## src/rtl/smb_pkg.sv

```systemverilog
package smb_pkg;
  localparam logic [3:0] OFS_STS = 4'h0;
  localparam logic [3:0] OFS_CTL = 4'h2;
  localparam logic [3:0] OFS_CMD = 4'h3;
  localparam logic [3:0] OFS_ADR = 4'h4;
  localparam logic [3:0] OFS_D0  = 4'h5;
  localparam logic [3:0] OFS_D1  = 4'h6;
  localparam logic [3:0] OFS_BLK = 4'h7;
  localparam logic [3:0] OFS_AUX = 4'hD;

  localparam logic [2:0] PROTO_BLOCK = 3'd5;

  typedef struct packed {
    logic       pec_en;
    logic       last;
    logic [2:0] proto;
    logic       irq_en;
  } ctl_t;
endpackage

```

## src/rtl/smb_blkbuf.sv

```systemverilog
module smb_blkbuf #(
  parameter int unsigned DEPTH = 32,
  parameter int unsigned DW    = 8,
  localparam int unsigned IW   = $clog2(DEPTH)
) (
  input  logic          clk_i,
  input  logic          rst_ni,
  input  logic          rewind_i,
  input  logic          step_i,
  input  logic          cpu_we_i,
  input  logic [DW-1:0] cpu_wdata_i,
  output logic [DW-1:0] cpu_rdata_o,
  output logic [IW-1:0] idx_o,
  input  logic          eng_we_i,
  input  logic [IW-1:0] eng_idx_i,
  input  logic [DW-1:0] eng_wdata_i,
  output logic [DW-1:0] eng_rdata_o
);
  localparam logic [IW-1:0] LAST = IW'(DEPTH - 1);

  logic [DW-1:0] mem_q [DEPTH];
  logic [IW-1:0] idx_q;

  always_ff @(posedge clk_i or negedge rst_ni) begin
    if (!rst_ni) begin
      idx_q <= '0;
    end else if (rewind_i) begin
      idx_q <= '0;
    end else if (step_i && idx_q != LAST) begin
      idx_q <= idx_q + 1'b1;
    end
  end

  // cpu port wins a same-entry collision
  always_ff @(posedge clk_i or negedge rst_ni) begin
    if (!rst_ni) begin
      for (int i = 0; i < DEPTH; i++) mem_q[i] <= '0;
    end else begin
      if (eng_we_i) mem_q[eng_idx_i] <= eng_wdata_i;
      if (cpu_we_i) mem_q[idx_q] <= cpu_wdata_i;
    end
  end

  assign cpu_rdata_o = mem_q[idx_q];
  assign eng_rdata_o = mem_q[eng_idx_i];
  assign idx_o       = idx_q;
endmodule

```

## src/rtl/smb_status.sv

```systemverilog
module smb_status (
  input  logic       clk_i,
  input  logic       rst_ni,
  input  logic       start_i,
  input  logic       kill_i,
  input  logic       done_i,
  input  logic       dev_err_i,
  input  logic       bus_err_i,
  input  logic       cnt_bad_i,
  input  logic       clr_i,
  input  logic [7:0] clr_mask_i,
  output logic       busy_o,
  output logic [7:0] sts_o
);
  logic busy_q, intr_q, dev_q, bus_q, fail_q;

  always_ff @(posedge clk_i or negedge rst_ni) begin
    if (!rst_ni) begin
      busy_q <= 1'b0;
    end else if (kill_i || done_i) begin
      busy_q <= 1'b0;
    end else if (start_i) begin
      busy_q <= 1'b1;
    end
  end

  // clear first, new events override
  always_ff @(posedge clk_i or negedge rst_ni) begin
    if (!rst_ni) begin
      intr_q <= 1'b0;
      dev_q  <= 1'b0;
      bus_q  <= 1'b0;
      fail_q <= 1'b0;
    end else begin
      if (clr_i) begin
        if (clr_mask_i[1]) intr_q <= 1'b0;
        if (clr_mask_i[2]) dev_q  <= 1'b0;
        if (clr_mask_i[3]) bus_q  <= 1'b0;
        if (clr_mask_i[4]) fail_q <= 1'b0;
      end
      if (kill_i) fail_q <= 1'b1;
      if (done_i) begin
        if (dev_err_i || cnt_bad_i) dev_q <= 1'b1;
        else if (bus_err_i)         bus_q <= 1'b1;
        else                        intr_q <= 1'b1;
      end
    end
  end

  assign busy_o = busy_q;
  assign sts_o  = {3'b000, fail_q, bus_q, dev_q, intr_q, busy_q};
endmodule

```

## src/rtl/smb_host_regs.sv

```systemverilog
module smb_host_regs
  import smb_pkg::*;
#(
  parameter int unsigned BUF_DEPTH = 32,
  localparam int unsigned IW = $clog2(BUF_DEPTH)
) (
  input  logic          clk_i,
  input  logic          rst_ni,
  input  logic [3:0]    io_addr_i,
  input  logic          io_wr_i,
  input  logic          io_rd_i,
  input  logic [7:0]    io_wdata_i,
  output logic [7:0]    io_rdata_o,
  output logic          eng_start_o,
  output logic          eng_kill_o,
  output logic [7:0]    eng_addr_o,
  output logic [7:0]    eng_cmd_o,
  output logic [2:0]    eng_proto_o,
  output logic [7:0]    eng_count_o,
  input  logic          eng_done_i,
  input  logic          eng_dev_err_i,
  input  logic          eng_bus_err_i,
  input  logic [7:0]    eng_count_i,
  input  logic          eng_buf_we_i,
  input  logic [IW-1:0] eng_buf_idx_i,
  input  logic [7:0]    eng_buf_wdata_i,
  output logic [7:0]    eng_buf_rdata_o
);
  ctl_t       ctl_q;
  logic [7:0] cmd_q, adr_q, d0_q, d1_q;
  logic [1:0] aux_q;
  logic       start_q, kill_q;

  logic          busy;
  logic [7:0]    sts;
  logic [IW-1:0] blk_idx;
  logic [7:0]    blk_rdata;

  logic wr_ctl, start_req, kill_req, done_ok, is_blk_rd, cnt_bad, d0_load;

  assign wr_ctl    = io_wr_i && io_addr_i == OFS_CTL;
  assign kill_req  = wr_ctl && io_wdata_i[1] && busy;
  assign start_req = wr_ctl && io_wdata_i[6] && !io_wdata_i[1] && !busy;
  assign done_ok   = eng_done_i && busy && !kill_req;
  assign is_blk_rd = adr_q[0] && ctl_q.proto == PROTO_BLOCK;
  assign cnt_bad   = is_blk_rd && eng_count_i > 8'(BUF_DEPTH);
  assign d0_load   = done_ok && is_blk_rd && !cnt_bad && !eng_dev_err_i && !eng_bus_err_i;

  always_ff @(posedge clk_i or negedge rst_ni) begin
    if (!rst_ni) begin
      ctl_q   <= '0;
      cmd_q   <= '0;
      adr_q   <= '0;
      d0_q    <= '0;
      d1_q    <= '0;
      aux_q   <= '0;
      start_q <= 1'b0;
      kill_q  <= 1'b0;
    end else begin
      start_q <= start_req;
      kill_q  <= kill_req;
      if (io_wr_i) begin
        unique case (io_addr_i)
          OFS_CTL: ctl_q <= '{pec_en: io_wdata_i[7], last: io_wdata_i[5],
                              proto: io_wdata_i[4:2], irq_en: io_wdata_i[0]};
          OFS_CMD: cmd_q <= io_wdata_i;
          OFS_ADR: adr_q <= io_wdata_i;
          OFS_D0:  d0_q  <= io_wdata_i;
          OFS_D1:  d1_q  <= io_wdata_i;
          OFS_AUX: aux_q <= io_wdata_i[1:0];
          default: ;
        endcase
      end
      if (d0_load) d0_q <= eng_count_i;
    end
  end

  smb_status u_status (
    .clk_i      (clk_i),
    .rst_ni     (rst_ni),
    .start_i    (start_req),
    .kill_i     (kill_req),
    .done_i     (done_ok),
    .dev_err_i  (eng_dev_err_i),
    .bus_err_i  (eng_bus_err_i),
    .cnt_bad_i  (cnt_bad),
    .clr_i      (io_wr_i && io_addr_i == OFS_STS),
    .clr_mask_i (io_wdata_i),
    .busy_o     (busy),
    .sts_o      (sts)
  );

  smb_blkbuf #(.DEPTH(BUF_DEPTH), .DW(8)) u_buf (
    .clk_i       (clk_i),
    .rst_ni      (rst_ni),
    .rewind_i    (io_rd_i && io_addr_i == OFS_CTL),
    .step_i      ((io_rd_i || io_wr_i) && io_addr_i == OFS_BLK),
    .cpu_we_i    (io_wr_i && io_addr_i == OFS_BLK),
    .cpu_wdata_i (io_wdata_i),
    .cpu_rdata_o (blk_rdata),
    .idx_o       (blk_idx),
    .eng_we_i    (eng_buf_we_i),
    .eng_idx_i   (eng_buf_idx_i),
    .eng_wdata_i (eng_buf_wdata_i),
    .eng_rdata_o (eng_buf_rdata_o)
  );

  always_comb begin
    unique case (io_addr_i)
      OFS_STS: io_rdata_o = sts;
      OFS_CTL: io_rdata_o = {ctl_q.pec_en, 1'b0, ctl_q.last, ctl_q.proto, 1'b0, ctl_q.irq_en};
      OFS_CMD: io_rdata_o = cmd_q;
      OFS_ADR: io_rdata_o = adr_q;
      OFS_D0:  io_rdata_o = d0_q;
      OFS_D1:  io_rdata_o = d1_q;
      OFS_BLK: io_rdata_o = blk_rdata;
      OFS_AUX: io_rdata_o = {6'b0, aux_q};
      default: io_rdata_o = 8'h00;
    endcase
  end

  assign eng_start_o = start_q;
  assign eng_kill_o  = kill_q;
  assign eng_addr_o  = adr_q;
  assign eng_cmd_o   = cmd_q;
  assign eng_proto_o = ctl_q.proto;
  assign eng_count_o = d0_q;
endmodule

```

## config.mk

```make
export PLATFORM = sky130hd
export DESIGN_NAME = smb_host_regs
export DESIGN_NICKNAME = d
export VERILOG_FILES = /design/src/rtl/smb_pkg.sv /design/src/rtl/smb_blkbuf.sv /design/src/rtl/smb_status.sv /design/src/rtl/smb_host_regs.sv
export SDC_FILE = /design/constraint.sdc
export NUM_CORES = 1
export LEC_CHECK = 0
export CAP_MARGIN = 20
export CORE_MARGIN = 5
export CORE_UTILIZATION = 40
export DETAILED_ROUTE_END_ITERATION = 10
export SKIP_LAST_GASP = 1
export SLEW_MARGIN = 20
export SYNTH_ARGS = -nofsm -noshare
export SYNTH_HDL_FRONTEND = slang
export SYNTH_SLANG_ARGS = --single-unit
```

## constraint.sdc

```tcl
create_clock -name clk_i -period 6.45 [get_ports clk_i]
set_clock_uncertainty 0.1 [all_clocks]
set_input_delay 0.645 -clock clk_i [delete_from_list [all_inputs] [get_ports clk_i]]
set_output_delay 0.645 -clock clk_i [all_outputs]
set_load 0.03 [all_outputs]
```

# Word level (Yosys, flattened, before mapping)
# Cells that the tools add are included.
dict set report word_totals {
  wordCells 149
  register_bits 308
  inputBits 41
  rom_bits 0
  output_inout_bits 45
  latchBits 0
  mem_bits_rw 0
  n_memories 0
}
dict set report classes {
  add_sub_neg 1
  n_bitwise 2
  div_mod_pow 0
  eq_ne 9
  order_cmp 5
  multipliers 0
  n_reduce_logical 44
  mux 39
  n_shift 0
}
# op count
set ops {}
lappend ops {{$bwmux W256} 2}
lappend ops {{$mux W256} 2}
lappend ops {{$bmux W8 S5} 2}
lappend ops {{$demux W8 S5} 2}
lappend ops {{$mux W8} 9}
lappend ops {{$pmux W8 S8} 1}
lappend ops {{$logic_and A1 B1 Y1} 21}
lappend ops {{$mux W1} 19}
lappend ops {{$eq A4 B3 Y1 const B} 4}
lappend ops {{$reduce_and A2 Y1} 7}
lappend ops {{$ge A6 B6 Y1 const B} 2}
lappend ops {{$lt A6 B1 Y1 const B} 2}
lappend ops {{$not A5 Y6} 2}
lappend ops {{$reduce_bool A2 Y1} 6}
lappend ops {{$mux W5} 2}
lappend ops {{$eq A4 B2 Y1 const B} 2}
lappend ops {{$gt A8 B6 Y1 const B} 1}
lappend ops {{$logic_not A1 Y1} 6}
lappend ops {{$add A5 B1 Y5 const B} 1}
lappend ops {{$ne A5 B5 Y1 const B} 1}
lappend ops {{$eq A4 B4 Y1 const B} 1}
lappend ops {{$logic_not A4 Y1} 1}
lappend ops {{$eq A3 B3 Y1 const B} 1}
lappend ops {{$logic_or A1 B1 Y1} 3}

# Depth between registers and ports, before layout
# Gate-level depths: netlist (run 1).
dict set report logic_depth {
  ltp_word 12
  depth_mapped 12
  depth_no_buf 8
}

# By module
# From an unflattened synthesis (run 1), not the netlist that was laid out.
dict set report hier_totals {
  cells_unflattened 1993
  area_unflattened_um2 19293.5
}
# mod instances cells_each seq_area_each_um2 area_each_um2
set by_module_without_submodules {}
lappend by_module_without_submodules {smb_blkbuf 1 1771 6531.3 16658.5}
lappend by_module_without_submodules {smb_host_regs 1 195 1051.0 2372.3}
lappend by_module_without_submodules {smb_status 1 27 125.1 262.8}

# Least setup slack after synthesis (run 1)
# Ideal clock, no wire load.
dict set report synth_path {
  kind {input port to output port}
  from {in eng_buf_idx_i[0]}
  to {out eng_buf_rdata_o[1]}
  slack_ps 3504
  path_stages 6
  t_arrival_ps 2201
  required_ps 5705
  n_path_buf 3
  path_cell_list {buf_2 > buf_6 > buf_2 > mux4_2 > a22oi_1 > nand4_1}
}
dict set report synth_via {
  elab_chain_len 4
}
# item line_no
set synth_rtl {}
lappend synth_rtl {{start, declared} smb_host_regs.sv:25} ;# input logic [IW-1:0] eng_buf_idx_i,
lappend synth_rtl {{$not A5 Y6 (implied by the code)} smb_blkbuf.sv:45} ;# assign eng_rdata_o = mem_q[eng_idx_i];
lappend synth_rtl {{$bmux W8 S5} smb_blkbuf.sv:45}
lappend synth_rtl {{$mux W8 (implied by the code) (2 in series)} smb_blkbuf.sv:45}
lappend synth_rtl {{end, declared} smb_host_regs.sv:27} ;# output logic [7:0] eng_buf_rdata_o
# Every way passes these cells. The select of a mux whose other input is x is not followed.

# Worst setup path after layout (run 1)
dict set report layout_path {
  from {reg u_buf.idx_q[1] (netlist: u_buf.idx_o[1])}
  to {out io_rdata_o[2]}
}
dict set report layout_via {
  elab_chain_len 5
}
# item line_no
set layout_rtl {}
lappend layout_rtl {{start, declared} smb_blkbuf.sv:22} ;# logic [IW-1:0] idx_q;
lappend layout_rtl {{start signal, assigned} smb_blkbuf.sv:30} ;# idx_q <= idx_q + 1'b1;
lappend layout_rtl {{$not A5 Y6 (implied by the code)} smb_blkbuf.sv:44} ;# assign cpu_rdata_o = mem_q[idx_q];
lappend layout_rtl {{$bmux W8 S5} smb_blkbuf.sv:44}
lappend layout_rtl {{$mux W8 (implied by the code) (2 in series)} smb_blkbuf.sv:44}
lappend layout_rtl {{$pmux W8 S8} smb_host_regs.sv:109} ;# unique case (io_addr_i)
lappend layout_rtl {{end, declared} smb_host_regs.sv:13} ;# output logic [7:0] io_rdata_o,
# Every way passes these cells. The select of a mux whose other input is x is not followed.

==> results.sh, run 1 <==
export IMPL_ys_seq_area_share_pct=40.2
export IMPL_place_hpwl_mm=50.8
export IMPL_clk_path_buf_depth=3
export IMPL_drc=0
export IMPL_drt_iter0_markers=1925
export IMPL_wl_per_cell_um=29.5
export IMPL_min_period_ns=5.16
export IMPL_synth_seq_cells=308
export IMPL_initial_core_util_pct=40.3
export IMPL_grt_pass1_wl_mm=109
export IMPL_cts_htree_levels=2
export IMPL_die_w_um=229
export IMPL_gp_congestion=1.04
export IMPL_yosysUniqueCellTypes=67
export IMPL_maxSlewViolCount=0
export IMPL_synth_most_common_cell="mux2i_1"
export IMPL_cts_resized=0
export IMPL_async_flop_share_pct=100
export IMPL_power_density_mw_per_mm2=350
export IMPL_peakVddDrop_mv=0.216
export IMPL_numPortBuffers=85
export IMPL_core_sq_mm=0.0475
export IMPL_yosys_area_top_type_share_pct=40.2
export IMPL_final_layout_size_suffix_gt1_share_pct=12.6
export IMPL_synth_commonest_cells="mux2i_1, dfrtp_1, nor2_1, a21oi_1, clkbuf_1"
export IMPL_max_freq_mhz=194
export IMPL_critical_path_class="reg -> out"
export IMPL_clock_latency_ns=0.56
export IMPL_syn_area_sq_mm=0.0192
export IMPL_outcome="complete, no violations"
export IMPL_pin_count=86
export IMPL_cts_sinks=308
export IMPL_period_share_pct=80.0
export IMPL_rsz0062_at_grt="no"
export IMPL_num_vias=15800
export IMPL_final_hold_viol_count=0
export IMPL_post_cts_setup_buffer_count=0
export IMPL_antenna_found_initial=1
export IMPL_syn_instance_count=1877
export IMPL_setup_tns_ns=0
export IMPL_synthTopCellsByArea="dfrtp_1, mux2i_1, mux4_2, a21oi_1, nor2_1"
export IMPL_nNetsFinal=1913
export IMPL_yosysWarnings=0
export IMPL_fillerInstances=4466
export IMPL_cts_buffers=38
export IMPL_via_per_inst=6.30
export IMPL_ant_nets=0
export IMPL_avgSynthCellArea_sq_um=10.2
export IMPL_cts_tree="yes"
export IMPL_final_area_sq_mm=0.0214
export IMPL_cp_start_kind="flip-flop"
export IMPL_grt_total_usage_pct=27.6
export IMPL_grt_pass1_vias=15400
export IMPL_dieHeight_um=229
export IMPL_slew_limit_headroom_pct=20.8
export IMPL_die_area_sq_mm=0.0524
export IMPL_cts_clk_slew_worst_paths_ns=0.06
export IMPL_place_area_sq_mm=0.0202
export IMPL_maxCapViolCount=0
export IMPL_drtPass1Iterations=5
export IMPL_hold_class="in -> async"
export IMPL_ctsHoldBuffers=0
export IMPL_crit_required_ns=5.70
export IMPL_yosys_most_used_dff="dfrtp_1"
export IMPL_arrival_ns=4.42
export IMPL_synth_edff_count=0
export IMPL_syn_num_nets=1923
export IMPL_leakage_uw=0.00886
export IMPL_worstSetupEndpointType="output pin"
export IMPL_drt_wl_total_mm=74.0
export IMPL_setup_viol=0
export IMPL_crit_fanout=36
export IMPL_rows=80
export IMPL_tightest_slew_ns=1.19
export IMPL_area_growth_pct=11.8
export IMPL_yosysTopAreaCell="dfrtp_1"
export IMPL_grt_ovfl_total=0
export IMPL_grt_max_degree=142
export IMPL_root_buffer="clkbuf_16"
area by class of cell:
class,instances,area [sq um],share of cell area (%)
clock buffers,54,1130,5.30
inverters,7,26.3,0.123
clock inverters,13,120,0.560
diodes,1,2.50,0.0117
repair buffers,116,1070,5.00
multi-input cells,1396,10600,49.4
well taps,615,769,3.59
flip-flops and latches,308,7710,36.0
logic make-up (layout without fill, tap and decap cells):
| kind of cell | count (synthesis) | after routing | synth area share (%) |
|---|---|---|---|
| other cells | 0 | 1 | 0 |
| simple gates | 498 | 498 | 13.0 |
| buf+inv | 173 | 190 | 4.52 |
| flops | 308 | 308 | 40.2 |
| xor+xnor | 3 | 3 | 0.137 |
| fa+ha+maj | 5 | 5 | 0.326 |
| mux | 495 | 495 | 30.3 |
| compound gates | 395 | 395 | 11.5 |
layer usage:
metal	vias to the layer above	wire length (um)	part of all wire [%]	GRT usage, %
met1	7965	31600	43	40.2
met4	0	3150	4.3	10.5
met2	850	32600	44	41.4
met5	-	0	0	0
met3	155	6660	9.0	4.77
li1	6833	-	-	-
flip-flops by register name, indices dropped and copies added (netlist names):
name             flops
u_status.intr_q      1
ctl_q                3
u_status.fail_q      1
d1_q                 8
u_buf.mem_q        256
eng_addr_o           8
eng_kill_o           1
aux_q                2
u_status.bus_q       1
u_buf.idx_o          5
eng_start_o          1
eng_count_o          8
u_status.busy_o      1
u_status.dev_q       1
eng_cmd_o            8
eng_proto_o          3
per-stage QoR:
step | utilization (%) | hold slack, ns | cells | power, uW | worst slack (ns)
after floorplan | - | 0.249 | 1877 | 4310 | 3.50
after global placement | 42.4 | 0.360 | 2442 | 5260 | 1.92
after detailed placement | 42.4 | 0.369 | 2442 | 5280 | 2.06
after CTS | 45.1 | 0.0954 | 2509 | 7470 | 1.44
after global routing | 45.1 | 0.135 | 2509 | 7760 | 1.34
final | 45.1 | 0.0474 | 2510 | 7510 | 1.29
path summary, 6_finish.rpt:
kind                            cells after the start  slack (ns)                to            from
worst max-delay path                                7        1.29     io_rdata_o[2]  u_buf.idx_o[1]
worst min-delay path                                1        0.05   u_buf.mem_q[83]          rst_ni
worst max register to register                      6        3.25  u_buf.mem_q[197]  u_buf.idx_o[1]
worst min register to register                      2        0.38          ctl_q[5]        ctl_q[5]
max in group asynchronous                           2        4.75  u_buf.mem_q[228]          rst_ni
min in group clk_i                                  2        0.38          ctl_q[5]        ctl_q[5]
cells in the final DEF (no fill, tap or decap), types with 11 or more instances in the layout:
cell and n:
dfrtp_1 307, clkbuf_16 41, nand4_1 11, a21oi_1 267, mux2i_1 402, nand2_1 75, o22ai_1 67, nor2_1 289
nor2_4 16, buf_4 32, clkdlybuf4s50_1 74, mux2_2 25, a22oi_1 35, mux4_2 65
worst max-delay path, cell delays in order (launching register included):
cell and delay [ns]:
dfrtp_4 0.82, buf_4 0.53, mux2i_1 0.49, o22ai_1 0.17
nor4_1 0.53, nand2_1 0.27, a211o_1 0.38, clkdlybuf4s50_1 0.60
where the power goes:
| group | total (uW) | switching [uW] | internal, uW | leakage (uW) |
|---|---|---|---|---|
| Sequential | 2940 | 561 | 2380 | 0.00391 |
| Clock | 2180 | 879 | 1300 | 0.000620 |
| Combinational | 2380 | 1370 | 1010 | 0.00433 |
Power figures use the tool's default switching activity.
==> run 2, diff against run 1 <==
==> constraint.sdc (replaced) <==
create_clock -name clk_i -period 4.8 [get_ports clk_i]
set_clock_uncertainty 0.1 [all_clocks]
set_input_delay 0.48 -clock clk_i [delete_from_list [all_inputs] [get_ports clk_i]]
set_output_delay 0.48 -clock clk_i [all_outputs]
set_load 0.03 [all_outputs]
==> results.sh, run 2 (synthesized netlist as in run 1, its figures left out) <==
export IMPL_core_sq_mm=0.0475
export IMPL_setup_viol=1
export IMPL_tightest_slew_ns=1.16
export IMPL_cts_htree_levels=2
export IMPL_largest_register_ffs=256
export IMPL_leakage_uw=0.00892
export IMPL_grt_ovfl_total=0
export IMPL_wl_per_cell_um=28.9
export IMPL_final_common_cell="mux2i_1"
export IMPL_drt_wl_total_mm=72.8
export IMPL_multiInputGateArea_sq_mm=0.0106
export IMPL_hold_depth=3
export IMPL_die_w_um=229
export IMPL_final_area_sq_mm=0.0215
export IMPL_hold_class="in -> reg"
export IMPL_worstSetupEndpointType="output pin"
export IMPL_min_period_ns=4.80
export IMPL_dieHeight_um=229
export IMPL_cpMaxStageDelayCell="dfrtp_4"
export IMPL_setup_tns_ns=-0.000484
export IMPL_crit_fanout=40
export IMPL_whs_endpoint="eng_proto_o[1]"
export IMPL_whs_ns=0.336
export IMPL_drc=0
export IMPL_power_density_mw_per_mm2=461
export IMPL_rows=80
export IMPL_ant_nets=0
export IMPL_die_area_sq_mm=0.0524
export IMPL_num_vias=15700
export IMPL_place_hpwl_mm=50.2
export IMPL_maxCapViolCount=0
export IMPL_drtPass1Iterations=5
export IMPL_grt_pass1_vias=15100
export IMPL_grt_max_degree=85
export IMPL_arrival_ns=4.22
export IMPL_layout_common_cells="mux2i_1, dfrtp_1, nor2_1"
export IMPL_cts_clk_slew_worst_paths_ns=0.06
export IMPL_outcome="finished, violations left"
export IMPL_numPortBuffers=85
export IMPL_maxSlewViolCount=0
export IMPL_slew_limit_headroom_pct=22.8
export IMPL_final_hold_viol_count=0
export IMPL_gp_congestion=1.05
export IMPL_r2r_start="u_buf.idx_o[1]"
export IMPL_largest_register="u_buf.mem_q"
export IMPL_switching_share_pct=37.2
export IMPL_grt_pass1_wl_mm=107
export IMPL_p_int_uw=6230
export IMPL_pin_count=86
export IMPL_cp_start_kind="flip-flop"
export IMPL_max_freq_mhz=208
export IMPL_period_share_pct=100
export IMPL_worst_slack_ns=-0.000484
export IMPL_final_layout_size_suffix_gt1_share_pct=13.0
export IMPL_hold_path_startpoint="io_wdata_i[3]"
export IMPL_place_area_sq_mm=0.0203
export IMPL_cts_sinks=308
export IMPL_area_growth_pct=12.3
export IMPL_rsz0062_at_grt="no"
export IMPL_drt_iter0_markers=1827
export IMPL_initial_core_util_pct=40.3
export IMPL_power_frac_comb_pct=31.8
export IMPL_grt_total_usage_pct=27.0
export IMPL_rrSetupSlack_ns=1.26
export IMPL_critical_path_class="reg -> out"
export IMPL_power_share_clock_pct=27.9
export IMPL_switchingPower_uw=3700
export IMPL_via_per_inst=6.23
export IMPL_peakVddDrop_mv=0.284
export IMPL_r2r_end="u_buf.mem_q[199]"
export IMPL_p_seq_share_pct=40.3
export IMPL_critical_path_max_stage_delay_ns=0.92
export IMPL_clk_path_buf_depth=3
export IMPL_crit_required_ns=4.22
export IMPL_seq_area_sq_mm=0.00771
export IMPL_violations="setup timing"
export IMPL_cts_resized=0
export IMPL_root_buffer="clkbuf_16"
export IMPL_cts_buffers=37
export IMPL_clock_latency_ns=0.55
export IMPL_antenna_found_initial=1
export IMPL_reg2reg_depth=7
export IMPL_fillerInstances=4384
export IMPL_crit_path_cell_trace="buf_12 > mux2i_1 > o22ai_1 > nor4_1 > nand2_1 > a21o_1 > clkdlybuf4s50_1"
export IMPL_diodes=0
export IMPL_cts_tree="yes"
export IMPL_nNetsFinal=1927
[run 2: cell types whose count changed in the layout (fill, tap and decap cells not counted), sizes merged, moves of 2 or more]
cell / before / now
clkinv: 9 / 3
clkbuf: 54 / 59
bufinv: 2 / 0
buf: 42 / 57
[run 2: layout make-up]
cell class / count / share of cell area (%)
inverters: 7 / 0.122
clock inverters: 5 / 0.145
clock buffers: 59 / 5.35
multi-input cells: 1396 / 49.2
flip-flops and latches: 308 / 35.8
repair buffers: 131 / 5.77
well taps: 615 / 3.57
[run 2: routing by layer]
| layer | part of all wire [%] | wire, um | GRT usage [%] |
|---|---|---|---|
| met5 | 0.018 | 13 | 0 |
| met3 | 8.5 | 6210 | 5.78 |
| met1 | 41 | 30100 | 37.0 |
| met4 | 3.6 | 2650 | 8.85 |
| met2 | 47 | 33900 | 43.2 |
[run 2: worst max path at each step]
stage,from,to,slack (ns),cells after the start
3_3_place_gp,u_buf.idx_o[1],io_rdata_o[7],0.74,7
2_1_floorplan,eng_buf_idx_i[0],eng_buf_rdata_o[1],2.18,6
6_report,u_buf.idx_o[1],io_rdata_o[7],-0.0005,7
4_1_cts,u_buf.idx_o[1],io_rdata_o[6],0.13,7
3_5_place_dp,u_buf.idx_o[1],io_rdata_o[6],0.74,7
5_1_grt,u_buf.idx_o[1],io_rdata_o[6],0.03,7
[run 2: power by group through the flow]
stage                     Clock [uW]  Combinational [uW]  Sequential [uW]
after floorplan                    0                2130             3650
after global placement             0                3030             4000
after detailed placement           0                3090             4000
after CTS                       2820                3100             3970
after global routing            2910                3310             4040
final                           2770                3150             4000
[run 2: stage by stage]
stage               total power, uW  worst slack, ns  std cells  util [%]
finish                         9930        -0.000484       2521      45.3
global route                  10300           0.0286       2521      45.3
CTS                            9890            0.129       2521      45.3
detailed placement             7090            0.736       2456      42.8
global placement               7030            0.741       2455      42.7
floorplan                      5790             2.18       1877         -
[run 2: what timing repair did]
item | 4_1_cts | 5_1_grt
hold buffers | 1 | 0
buffers inserted | 0 | 0
endpoints found under the hold margin | 80 | 0
setup endpoints to repair | 0 | 0
[run 2: critical path: cells and delay by family (launching register included)]
family                 cells  cell delay [ns]
multiplexers               1             0.49
AO/OA/AOI/OAI              2             0.40
flip-flops                 1             0.92
buffers and inverters      2             0.89
AND/OR/NAND/NOR            2             0.91
==> run 3, diff against run 2 <==
--- a/config.mk
+++ b/config.mk
@@ -9,6 +9,7 @@
 export CORE_MARGIN = 5
 export CORE_UTILIZATION = 40
 export DETAILED_ROUTE_END_ITERATION = 10
+export HOLD_SLACK_MARGIN = 0.15
 export SKIP_LAST_GASP = 1
 export SLEW_MARGIN = 20
 export SYNTH_ARGS = -nofsm -noshare
==> results of run 3 <==
The final DEF is identical to that of run 2; final timing and power are the same.
